### config.mk
export PLATFORM = sky130hd
export DESIGN_NAME = dest_addr_filter
export DESIGN_NICKNAME = d
export VERILOG_FILES = /design/src/rtl/addr_filter_pkg.sv /design/src/rtl/addr_filter_ctrl.sv /design/src/rtl/addr_filter_dp.sv /design/src/rtl/dest_addr_filter.sv
export SDC_FILE = /design/constraint.sdc
export NUM_CORES = 1
export LEC_CHECK = 0
export BUFFER_PORTS_ARGS = -buffer_cell sky130_fd_sc_hd__buf_2
export CELL_PAD_IN_SITES_DETAIL_PLACEMENT = 1
export CELL_PAD_IN_SITES_GLOBAL_PLACEMENT = 2
export CORE_MARGIN = 2
export CORE_UTILIZATION = 40
export CTS_CLUSTER_SIZE = 28
export DETAILED_ROUTE_END_ITERATION = 10
export PLACE_DENSITY_LB_ADDON = 0.1
export SYNTH_ARGS = -nofsm -noshare
export SYNTH_HDL_FRONTEND = slang
export SYNTH_SLANG_ARGS = --single-unit
### constraint.sdc
create_clock -name clk -period 4.1 [get_ports clk]
set_clock_uncertainty 0.1 [all_clocks]
set_input_delay 0.615 -clock clk [delete_from_list [all_inputs] [get_ports clk]]
set_output_delay 0.615 -clock clk [all_outputs]
set_load 0.005 [all_outputs]
### src/rtl/addr_filter_pkg.sv
package addr_filter_pkg;

  localparam int CRC_W = 32;
  localparam logic [CRC_W-1:0] CRC_SEED = 32'hFFFF_FFFF;
  localparam logic [CRC_W-1:0] HASH_POLY = 32'h04C1_1DB6;

  // Strobes from the sequencer to the datapath
  typedef struct packed {
    logic clr;    // restart: seed CRC, arm compares
    logic take;   // a destination byte is consumed this cycle
    logic first;  // consumed byte is the first one
    logic last;   // consumed byte completes the address
  } filtCtrl_t;

  // Advance the hash by one byte, least significant bit first
  function automatic logic [CRC_W-1:0] crcByte(input logic [CRC_W-1:0] crcIn,
                                               input logic [7:0] din);
    logic [CRC_W-1:0] c;
    logic carry;
    c = crcIn;
    for (int i = 0; i < 8; i++) begin
      carry = c[CRC_W-1] ^ din[i];
      c = c << 1;
      if (carry) c = (c ^ HASH_POLY) | 32'h1;
    end
    return c;
  endfunction

endpackage

### src/rtl/addr_filter_ctrl.sv
module addr_filter_ctrl
  import addr_filter_pkg::*;
#(
  parameter int NBYTES = 6,
  parameter int IDX_W  = $clog2(NBYTES + 1)
) (
  input  logic             clk,
  input  logic             rstN,
  input  logic             frameStart,
  input  logic             byteValid,
  output filtCtrl_t        ctrl,
  output logic [IDX_W-1:0] byteIdx
);

  localparam logic [IDX_W-1:0] IDLE_CNT = IDX_W'(NBYTES);
  localparam logic [IDX_W-1:0] LAST_CNT = IDX_W'(NBYTES - 1);

  logic [IDX_W-1:0] byteCnt;

  always_comb begin
    ctrl.clr   = frameStart;
    ctrl.take  = byteValid && !frameStart && (byteCnt != IDLE_CNT);
    ctrl.first = ctrl.take && (byteCnt == '0);
    ctrl.last  = ctrl.take && (byteCnt == LAST_CNT);
  end

  assign byteIdx = byteCnt;

  // Idle at the full count until a frame start arms the counter
  always_ff @(posedge clk or negedge rstN) begin
    if (!rstN)          byteCnt <= IDLE_CNT;
    else if (ctrl.clr)  byteCnt <= '0;
    else if (ctrl.take) byteCnt <= byteCnt + 1'b1;
  end

endmodule

### src/rtl/addr_filter_dp.sv
module addr_filter_dp
  import addr_filter_pkg::*;
#(
  parameter int NBYTES = 6,
  parameter int DW     = 8,
  parameter int HASHW  = 6,
  parameter int IDX_W  = $clog2(NBYTES + 1),
  parameter int CFG_AW = 4
) (
  input  logic              clk,
  input  logic              rstN,
  input  filtCtrl_t         ctrl,
  input  logic [IDX_W-1:0]  byteIdx,
  input  logic [DW-1:0]     byteData,
  input  logic              promiscEn,
  input  logic              bcastEn,
  input  logic              mcastEn,
  input  logic              cfgWe,
  input  logic [CFG_AW-1:0] cfgAddr,
  input  logic [DW-1:0]     cfgData,
  output logic              decValid,
  output logic              decAccept
);

  localparam int MASK_BITS  = 2 ** HASHW;
  localparam int MASK_BYTES = MASK_BITS / DW;
  localparam int MASK_BASE  = 2 ** $clog2(NBYTES);

  logic [DW-1:0]        staReg [NBYTES];
  logic [MASK_BITS-1:0] maskReg;
  logic [CRC_W-1:0]     crcReg, crcNext;
  logic                 matchReg, matchNext;
  logic                 onesReg, onesNext;
  logic                 groupReg, groupNext;
  logic [HASHW-1:0]     hashIdx;
  logic                 hashHit, acceptNow;

  // Configuration storage: station bytes and mask bytes
  for (genvar k = 0; k < NBYTES; k++) begin : g_sta
    always_ff @(posedge clk or negedge rstN) begin
      if (!rstN)                                     staReg[k] <= '0;
      else if (cfgWe && cfgAddr == CFG_AW'(k))       staReg[k] <= cfgData;
    end
  end

  for (genvar k = 0; k < MASK_BYTES; k++) begin : g_mask
    always_ff @(posedge clk or negedge rstN) begin
      if (!rstN)                                          maskReg[k*DW +: DW] <= '0;
      else if (cfgWe && cfgAddr == CFG_AW'(MASK_BASE + k)) maskReg[k*DW +: DW] <= cfgData;
    end
  end

  // Per-byte evaluation of the address classes
  always_comb begin
    crcNext   = crcByte(crcReg, byteData);
    matchNext = matchReg && (byteData == staReg[byteIdx]);
    onesNext  = onesReg && (&byteData);
    groupNext = ctrl.first ? byteData[0] : groupReg;
    hashIdx   = crcNext[CRC_W-1 -: HASHW];
    hashHit   = maskReg[hashIdx];
    if (promiscEn)      acceptNow = 1'b1;
    else if (onesNext)  acceptNow = bcastEn;
    else if (groupNext) acceptNow = mcastEn && hashHit;
    else                acceptNow = matchNext;
  end

  always_ff @(posedge clk or negedge rstN) begin
    if (!rstN) begin
      crcReg   <= CRC_SEED;
      matchReg <= 1'b1;
      onesReg  <= 1'b1;
      groupReg <= 1'b0;
    end else if (ctrl.clr) begin
      crcReg   <= CRC_SEED;
      matchReg <= 1'b1;
      onesReg  <= 1'b1;
      groupReg <= 1'b0;
    end else if (ctrl.take) begin
      crcReg   <= crcNext;
      matchReg <= matchNext;
      onesReg  <= onesNext;
      groupReg <= groupNext;
    end
  end

  always_ff @(posedge clk or negedge rstN) begin
    if (!rstN) begin
      decValid  <= 1'b0;
      decAccept <= 1'b0;
    end else begin
      decValid  <= ctrl.last;
      decAccept <= ctrl.last && acceptNow;
    end
  end

endmodule

### src/rtl/dest_addr_filter.sv
module dest_addr_filter
  import addr_filter_pkg::*;
#(
  parameter int NBYTES = 6,
  parameter int DW     = 8,
  parameter int HASHW  = 6,
  localparam int IDX_W  = $clog2(NBYTES + 1),
  localparam int CFG_AW = $clog2(2 ** $clog2(NBYTES) + (2 ** HASHW) / DW)
) (
  input  logic              clk,
  input  logic              rstN,
  input  logic              frameStart,
  input  logic              byteValid,
  input  logic [DW-1:0]     byteData,
  input  logic              promiscEn,
  input  logic              bcastEn,
  input  logic              mcastEn,
  input  logic              cfgWe,
  input  logic [CFG_AW-1:0] cfgAddr,
  input  logic [DW-1:0]     cfgData,
  output logic              decValid,
  output logic              decAccept
);

  filtCtrl_t        ctrl;
  logic [IDX_W-1:0] byteIdx;

  addr_filter_ctrl #(.NBYTES(NBYTES), .IDX_W(IDX_W)) ctrl_i (
    .clk(clk), .rstN(rstN), .frameStart(frameStart), .byteValid(byteValid),
    .ctrl(ctrl), .byteIdx(byteIdx)
  );

  addr_filter_dp #(.NBYTES(NBYTES), .DW(DW), .HASHW(HASHW), .IDX_W(IDX_W),
                   .CFG_AW(CFG_AW)) dp_i (
    .clk(clk), .rstN(rstN), .ctrl(ctrl), .byteIdx(byteIdx), .byteData(byteData),
    .promiscEn(promiscEn), .bcastEn(bcastEn), .mcastEn(mcastEn),
    .cfgWe(cfgWe), .cfgAddr(cfgAddr), .cfgData(cfgData),
    .decValid(decValid), .decAccept(decAccept)
  );

endmodule

Word level (Yosys, flattened, before mapping)

Cells that the tools add are included.

Logic and storage cells: 111
Register bits after elaboration: 152
Input port bits: 28

Bitwise logic cells: 17
Add/sub/neg operators: 1
Equal/unequal tests: 16
Multiplexer cells: 27
Reduce and logical (&&, ||, !) cells: 27
Order comparisons: 2

Operators by type and width:

| kind                | number |
|---|---|
| $mux 27             | 8 |
| $not 13->13         | 8 |
| $mux 32             | 2 |
| $eq 4x4->1 const B  | 8 |
| $bmux 8 s3          | 1 |
| $logic_and 1x1->1   | 22 |
| $mux 8              | 2 |
| $mux 1              | 11 |
| $eq 4x2->1 const B  | 2 |
| $eq 4x3->1 const B  | 2 |
| $eq 8x8->1          | 1 |
| $reduce_and 8->1    | 1 |
| $xor 1x1->1         | 8 |
| $lt 6x7->1 const B  | 1 |
| $bmux 1 s6          | 1 |
| $mux 3              | 2 |
| $eq 4x1->1 const B  | 1 |
| $ge 4x4->1 const B  | 1 |
| $logic_not 4->1     | 1 |
| $not 3->4           | 1 |
| $add 3x1->3 const B | 1 |
| $eq 3x3->1 const B  | 1 |
| $logic_not 3->1     | 1 |
| $ne 3x3->1 const B  | 1 |
| other kinds (2)     | 2 |

Logic depth before layout (Yosys ltp)

Gate-level depths: netlist of run 1.

Word-level depth: 23
Depth in mapped cells: 12

By module

A second synthesis of run 1 with hierarchy kept.

Cells, all modules: 598
Area, all modules: 7963.9 um2

Modules (own cells, without submodules):

| module           | seq. area each (um2) | area an instance (um2) | instances | cells an instance |
|---|---|---|---|---|
| addr_filter_dp   | 3771.1               | 7713.6                 | 1         | 574 |
| addr_filter_ctrl | 77.6                 | 250.2                  | 1         | 24 |

Worst setup path after synthesis of run 1

OpenSTA, ideal clock, no wires.

Path kind: register -> register
Start: register ctrl_i.byteCnt[0] (netlist: ctrl_i.byteIdx[0])
End: register dp_i.decAccept
Clock period less this slack: 3.274 ns
Stages on the path, launching flop included: 13
Path slack: 0.826 ns
Required time: 3.913 ns
Data arrival time: 3.087 ns
Path buffers: 2
Cell sequence: dfrtp_1 > clkbuf_1 > clkbuf_1 > inv_1 > ha_1 > nand2_1 > nand2_1 > nor4b_1 > nand4_1 > or3b_2 > nor3_1 > a311oi_1 > a22oi_1

RTL lines:

| item                   | line                   | source |
|---|---|---|
| start, declared        | addr_filter_ctrl.sv:18 | `logic [IDX_W-1:0] byteCnt;` |
| start signal, assigned | addr_filter_ctrl.sv:33 | `else if (ctrl.take) byteCnt <= byteCnt + 1'b1;` |
| end signal, assigned   | addr_filter_dp.sv:92   | `decAccept <= ctrl.last && acceptNow;` |
| end, declared          | addr_filter_dp.sv:22   | `output logic decAccept` |

==> results of run 1 <==
power groups by stage:
| stage | clock (mW) | sequential [mW] | combinational [mW] |
|---|---|---|---|
| CTS | 1.68 | 2.17 | 3.17 |
| finish | 1.64 | 2.17 | 3.12 |
| global route | 1.75 | 2.22 | 3.40 |
| floorplan | 0 | 2.11 | 2.49 |
| global placement | 0 | 2.17 | 3.07 |
| detailed placement | 0 | 2.19 | 3.14 |
cells in the mapped netlist, types with 2 or more instances:
cell	count
a211o_1	31
a21oi_1	6
a22o_1	2
a22oi_1	13
a311oi_1	2
a31oi_1	4
and2_1	4
buf_1	3
clkbuf_1	28
dfrtp_1	116
dfstp_2	36
ha_1	4
inv_1	3
mux2_1	2
mux2_2	122
mux2i_1	31
mux4_1	2
mux4_2	8
nand2_1	17
nand2b_1	5
nand3_1	5
nand3b_1	4
nand4_1	3
nor2_1	48
nor2b_1	3
nor3_1	6
nor4_1	3
or3_1	2
xnor2_1	45
xnor2_2	4
xnor2_4	7
xor2_1	22
layout make-up:
cell class,instances,area share
Clock buffer,17,0.0473
Clock inverter,15,0.0205
Inverter,3,0.00125
Multi-Input combinational cell,418,0.436
Sequential cell,152,0.428
Tap cell,265,0.0369
Timing Repair Buffer,41,0.0296
kinds of logic (layout without fill, tap and decap cells):
logic type      Yosys count  count (layout)
simple gates            106             106
flops                   152             152
compound gates           61              61
xor+xnor                 82              82
fa+ha+maj                 4               4
mux                     165             165
buf+inv                  38              76
metrics by stage:
step / setup WS (ns) / instances
finish: 0.699 / 911
global route: 0.385 / 911
CTS: 0.696 / 911
detailed placement: 0.666 / 879
global placement: 0.712 / 879
floorplan: 0.826 / 608
per-layer routing:
| layer | vias to the layer above | wire length [um] | global-route usage |
|---|---|---|---|
| li1 | 2227 | - | - |
| met3 | 14 | 450 | 0.0405 |
| met2 | 38 | 9770 | 0.339 |
| met1 | 2591 | 9190 | 0.269 |
| met4 | 0 | 168 | 0.0445 |
| met5 | - | 0 | 0 |
placed cells by master, fill, tap and decap left out, types with 7 or more instances in the layout:
cell       count
mux2_2       122
dfrtp_1      116
nor2_1        48
xnor2_1       45
dfstp_2       36
mux2i_1       31
a211o_1       31
buf_2         28
xor2_1        22
clkbuf_16     17
nand2_1       16
a22oi_1       13
buf_4         10
mux4_2         8
xnor2_4        7
sequential cells by signal, summed over array words and instances (netlist names):
signal and count:
dp_i.matchReg 1, ctrl_i.byteIdx 3, dp_i.decAccept 1, dp_i.onesReg 1
dp_i.crcReg 32, dp_i.groupReg 1, dp_i.decValid 1, dp_i.maskReg 64
dp_i.staReg 48
how the worst min path moves through the flow:
stage / startpoint / cells past startpoint / slack (ns) / end
final: rstN / 1 / 0.009 / dp_i.maskReg[57]
after global routing: rstN / 1 / 0.03 / dp_i.maskReg[45]
after CTS: rstN / 1 / 0.02 / dp_i.maskReg[45]
after detailed placement: dp_i.staReg[26] / 1 / 0.39 / dp_i.staReg[26]
after global placement: dp_i.staReg[26] / 1 / 0.38 / dp_i.staReg[26]
after floorplan: rstN / 0 / 0.22 / ctrl_i.byteIdx[0]
worst reg2reg max path: cells and delay by family (launching register included):
| kind | cells | cell delay (ns) |
|---|---|---|
| AOI/OAI and AO/OA | 2 | 0.29 |
| adders and majority gates | 1 | 0.22 |
| and+or+nand+nor | 6 | 1.94 |
| buffers and inverters | 2 | 0.44 |
| DFF | 1 | 0.33 |
==> flow_metrics.tcl, run 1 <==
set metrics [dict create \
    grt_first_pass_wirelength_um 31000 \
    worstRegToRegCells 11 \
    cts.sinks 152 \
    cts_buffers 17 \
    worstReg2RegEnd "dp_i.decAccept" \
    synth_xor_area_frac 0.118 \
    worstPathRequired_ns 4.34 \
    startpoint "ctrl_i.byteIdx[0]" \
    final_util 0.462 \
    hpwl_um 13300 \
    intPower_mw 4.40 \
    clk_latency_ns 0.43 \
    hold_violations 0 \
    comb_power_share 0.450 \
    cts_tree "yes" \
    synth_area_um2 7930 \
    yosysUniqueCellTypes 49 \
    grt_max_degree 107 \
    path_class "reg2reg" \
    dieArea_um2 21000 \
    yosysSeqAreaShare 0.485 \
    synthesis.nets 640 \
    critPathBufInv 2 \
    drt_first_iter_violations 224 \
    cellLeakagePower_nw 3.78 \
    path_max_fanout 20 \
    worstPathArrival_ns 3.64 \
    cts_buffer_depth 2 \
    reg2reg_from "ctrl_i.byteIdx[0]" \
    viasPerCell 5.35 \
    endpoint_kind "register" \
    crit_end "dp_i.decAccept" \
    clk_pin_slew_ns 0.07 \
    seq_area_um2 3850 \
    synthTopCellsByArea "dfrtp_1, mux2_2, dfstp_2, xnor2_1, mux2i_1" \
    gp_congestion 0.770 \
    synth_compound_area_frac 0.0615 \
    cts_htree_levels 4 \
    syn_inst 608 \
    drtPass1Iterations 4 \
    post-route-cell-area_um2 8990 \
    cts_root_buf "clkbuf_16" \
    synth_edf_count 0 \
    fillers 1987 \
    antenna_left 0 \
    synth_top_area_cell "dfrtp_1" \
    cts_hold_buf 0 \
    final_nets 665 \
    seq_power_share 0.313 \
    cpLargestDelayFamily "simple AND/OR/NAND/NOR gates" \
    critPathMaxStageDelay_ns 0.57 \
    multi_input_area_um2 3920 \
    synthAdderAreaFrac 0.00631 \
    synth_top_area_share 0.366 \
    yosys.area_share.simple 0.0634 \
    gr-total-overflow 0 \
    cts-resized-gates 0 \
    routedWlPerCell_um 21.5 \
    vias 4870 \
    portBuffers 29 \
    p_per_area_nw_per_um2 770 \
    hold_ws_ns 0.00860 \
    rows 51 \
    dpl-instance-area_um2 8380 \
    post_cts_buffers 0 \
    drv_cap 0 \
    track_usage 0.201 \
    area_delta_synth_final_pct 13.3 \
    switching_share 0.364 \
    antenna_found_initial 0 \
    ios 30 \
    path_cells "buf_4 > inv_1 > ha_1 > nand2_1 > nand2_2 > nor4b_1 > nand4_1 > or3b_2 > nor3_1 > a311oi_1 > a22oi_1" \
    ys_ff_latch 152 \
    finalSetupTns_ns 0 \
    drcViolationCount 0 \
    synth_top_family_by_area "multiplexers" \
    max_freq_mhz 294 \
    avgSynthCellArea_um2 13.0 \
    worst_pin_slew_ns 1.14 \
    drt_wl_total_um 19600 \
    synthArstFlopShare 1.00 \
    setup_viol 0 \
    grt_pass1_vias 5374 \
    switching_power_mw 2.52 \
    start_kind "register" \
    layout_min_cycle_time_ns 3.40 \
    finalCritPeriodShare 0.829 \
    max_slew_margin 0.235 \
    core_um2 19500 \
    regToRegSetupSlack_ns 0.70 \
    die_h_um 145 \
    synth_mux_area_frac 0.244 \
    final_layout_size_suffix_gt1_frac 0.398 \
    status "completed" \
    synth-main-ff-cell "dfrtp_1" \
    hold_path.class "in2async" \
    ir_drop_uv 479 \
    cp.depth 11 \
    p_total_mw 6.92 \
    die_width_um 145 \
    yosys_warnings 0 \
    num_antenna_cells 0 \
    start_util 0.408 \
    clkPwrFrac 0.237 \
    slowest_stage "nor4b_1" \
    rsz0062_at_grt "no" \
    report.final.slew_viol_count 0 \
]
Note: power is estimated with default switching activity, not from simulation.
==> run 2, diff against run 1 <==
clock period = 3.2 ns   (was 4.1 ns; I/O delays follow)
==> run 2 against run 1 <==
- critical path depth is 1 lower
- global-route usage is 0.28 points higher
- via count is 2.0% higher
- largest cell class unchanged
- largest power group unchanged
- highest routed layer unchanged
==> flow_metrics.tcl, run 2 (synthesis results as in run 1) <==
set metrics [dict create \
    status "completed" \
    hold_path.class "in2reg" \
    grt_first_pass_wirelength_um 31500 \
    setup_viol 0 \
    die_width_um 145 \
    grt_max_degree 67 \
    final_cell_mix "mux2_2, dfrtp_1, nor2_1" \
    drt_wl_total_um 19600 \
    worstPathArrival_ns 3.25 \
    final_layout_size_suffix_gt1_frac 0.417 \
    start_util 0.408 \
    comb_power_share 0.474 \
    antenna_left 0 \
    drt_first_iter_violations 177 \
    cts.sinks 152 \
    worst_pin_slew_ns 0.890 \
    intPower_mw 5.65 \
    cts_buffer_depth 2 \
    path_max_fanout 16 \
    drtPass1Iterations 4 \
    viasPerCell 5.32 \
    ir_drop_uv 518 \
    endpoint_kind "register" \
    gr-total-overflow 0 \
    core_um2 19500 \
    p_per_area_nw_per_um2 981 \
    cts_buffers 17 \
    cts_root_buf "clkbuf_16" \
    clk_latency_ns 0.43 \
    drcViolationCount 0 \
    path_class "reg2reg" \
    cts_htree_levels 4 \
    slowest_stage "mux4_2" \
    report.final.slew_viol_count 0 \
    rows 51 \
    area_delta_synth_final_pct 15.4 \
    crit_top_cell "a22oi_1" \
    drv_cap 0 \
    routedWlPerCell_um 21.0 \
    switching_power_mw 3.34 \
    track_usage 0.204 \
    layout_min_cycle_time_ns 3.01 \
    mostFrequentLayoutCell "mux2_2" \
    max_slew_margin 0.404 \
    hold_violations 0 \
    hold_ws_ns 0.156 \
    rsz0062_at_grt "no" \
    ios 30 \
    largestRegisters "dp_i.maskReg (64), dp_i.staReg (48), dp_i.crcReg (32)" \
    start_kind "register" \
    clk_pin_slew_ns 0.07 \
    max_flop_register "dp_i.maskReg" \
    die_h_um 145 \
    cellLeakagePower_nw 3.88 \
    vias 4968 \
    path_cells "buf_12 > mux4_2 > a22oi_1 > xnor2_1 > nor4_1 > nand4_1 > a21boi_0 > buf_4 > a311oi_1 > a22oi_1" \
    finalCritPeriodShare 0.941 \
    grt_pass1_vias 5466 \
    switching_share 0.372 \
    antenna_found_initial 0 \
    largest_register_ffs 64 \
    clkPwrFrac 0.219 \
    final_nets 688 \
    worstPathRequired_ns 3.44 \
    dieArea_um2 21000 \
    hpwl_um 13800 \
    critPathMaxStageDelay_ns 0.52 \
    place_inst 899 \
    finalSetupTns_ns 0 \
    seq_power_share 0.307 \
    layout.cells.non_filler 934 \
    max_freq_mhz 332 \
    portBuffers 29 \
    gp_congestion 0.821 \
    num_antenna_cells 0 \
    cts_tree "yes" \
]
==> run 2: cell types whose count changed in the layout (fill, tap and decap cells not counted), sizes merged <==
cell | before | now
clkinv | 4 | 2
clkinvlp | 1 | 2
bufinv | 2 | 0
buf | 41 | 63
inv | 11 | 14
dlygate4sd3 | 0 | 1
==> run 2: area by class of cell <==
class / instances / area, um2
fillers: 2004 / 10300
multi-input cells: 418 / 3920
flip-flops and latches: 152 / 3850
repair buffers: 64 / 467
clock buffers: 17 / 425
well taps: 265 / 332
clock inverters: 15 / 148
inverters: 3 / 11.3
==> run 2: final timing paths <==
kind / from / endpoint / slack (ns) / depth (start not counted)
worst max-delay path: ctrl_i.byteIdx[0] / dp_i.decAccept / 0.19 / 10
worst min-delay path: frameStart / ctrl_i.byteIdx[2] / 0.16 / 2
worst max register to register: ctrl_i.byteIdx[0] / dp_i.decAccept / 0.19 / 10
worst min register to register: dp_i.maskReg[20] / dp_i.maskReg[20] / 0.41 / 1
max in group asynchronous: rstN / dp_i.onesReg / 1.69 / 3
min in group asynchronous: rstN / dp_i.maskReg[46] / 0.51 / 2
==> run 2: per-layer routing <==
metal | wire (um) | track usage | up-vias
met1 | 9240 | 0.273 | 2619
met3 | 467 | 0.0408 | 27
met5 | 0 | 0 | -
met4 | 285 | 0.0577 | 0
met2 | 9600 | 0.337 | 56
li1 | - | - | 2266
==> run 2: what timing repair did <==
item / CTS / global route
endpoints found under the setup margin: 0 / 1
hold buffers: 1 / 0
endpoints found under the hold margin: 44 / 0
setup buffers: 0 / 2
resized for setup: 0 / 0
==> run 2: worst max-delay path: cells and delay by family, from the launching register on <==
| family | cells | cell delay [ns] |
|---|---|---|
| AOI/OAI and AO/OA | 4 | 0.84 |
| and+or+nand+nor | 2 | 0.44 |
| muxes | 1 | 0.52 |
| DFF | 1 | 0.51 |
| buffers and inverters | 2 | 0.37 |
| xor gates and xnor gates | 1 | 0.11 |
==> run 2: power by group through the flow <==
stage	sequential (mW)	clock (mW)	combinational, mW
after floorplan	2.70	0	3.19
after global placement	2.77	0	4.25
after detailed placement	2.80	0	4.28
after CTS	2.77	2.02	4.32
after global routing	2.83	2.11	4.63
final	2.76	1.97	4.26
==> run 2: through the flow <==
step	util	setup WS [ns]	instance area, um2	power [mW]
2_1_floorplan	-	0.127	7930	5.89
3_3_place_gp	0.440	0.185	8560	7.02
3_5_place_dp	0.440	0.166	8560	7.08
4_1_cts	0.470	0.139	9140	9.11
5_1_grt	0.470	0.0118	9160	9.57
6_report	0.470	0.187	9160	8.98
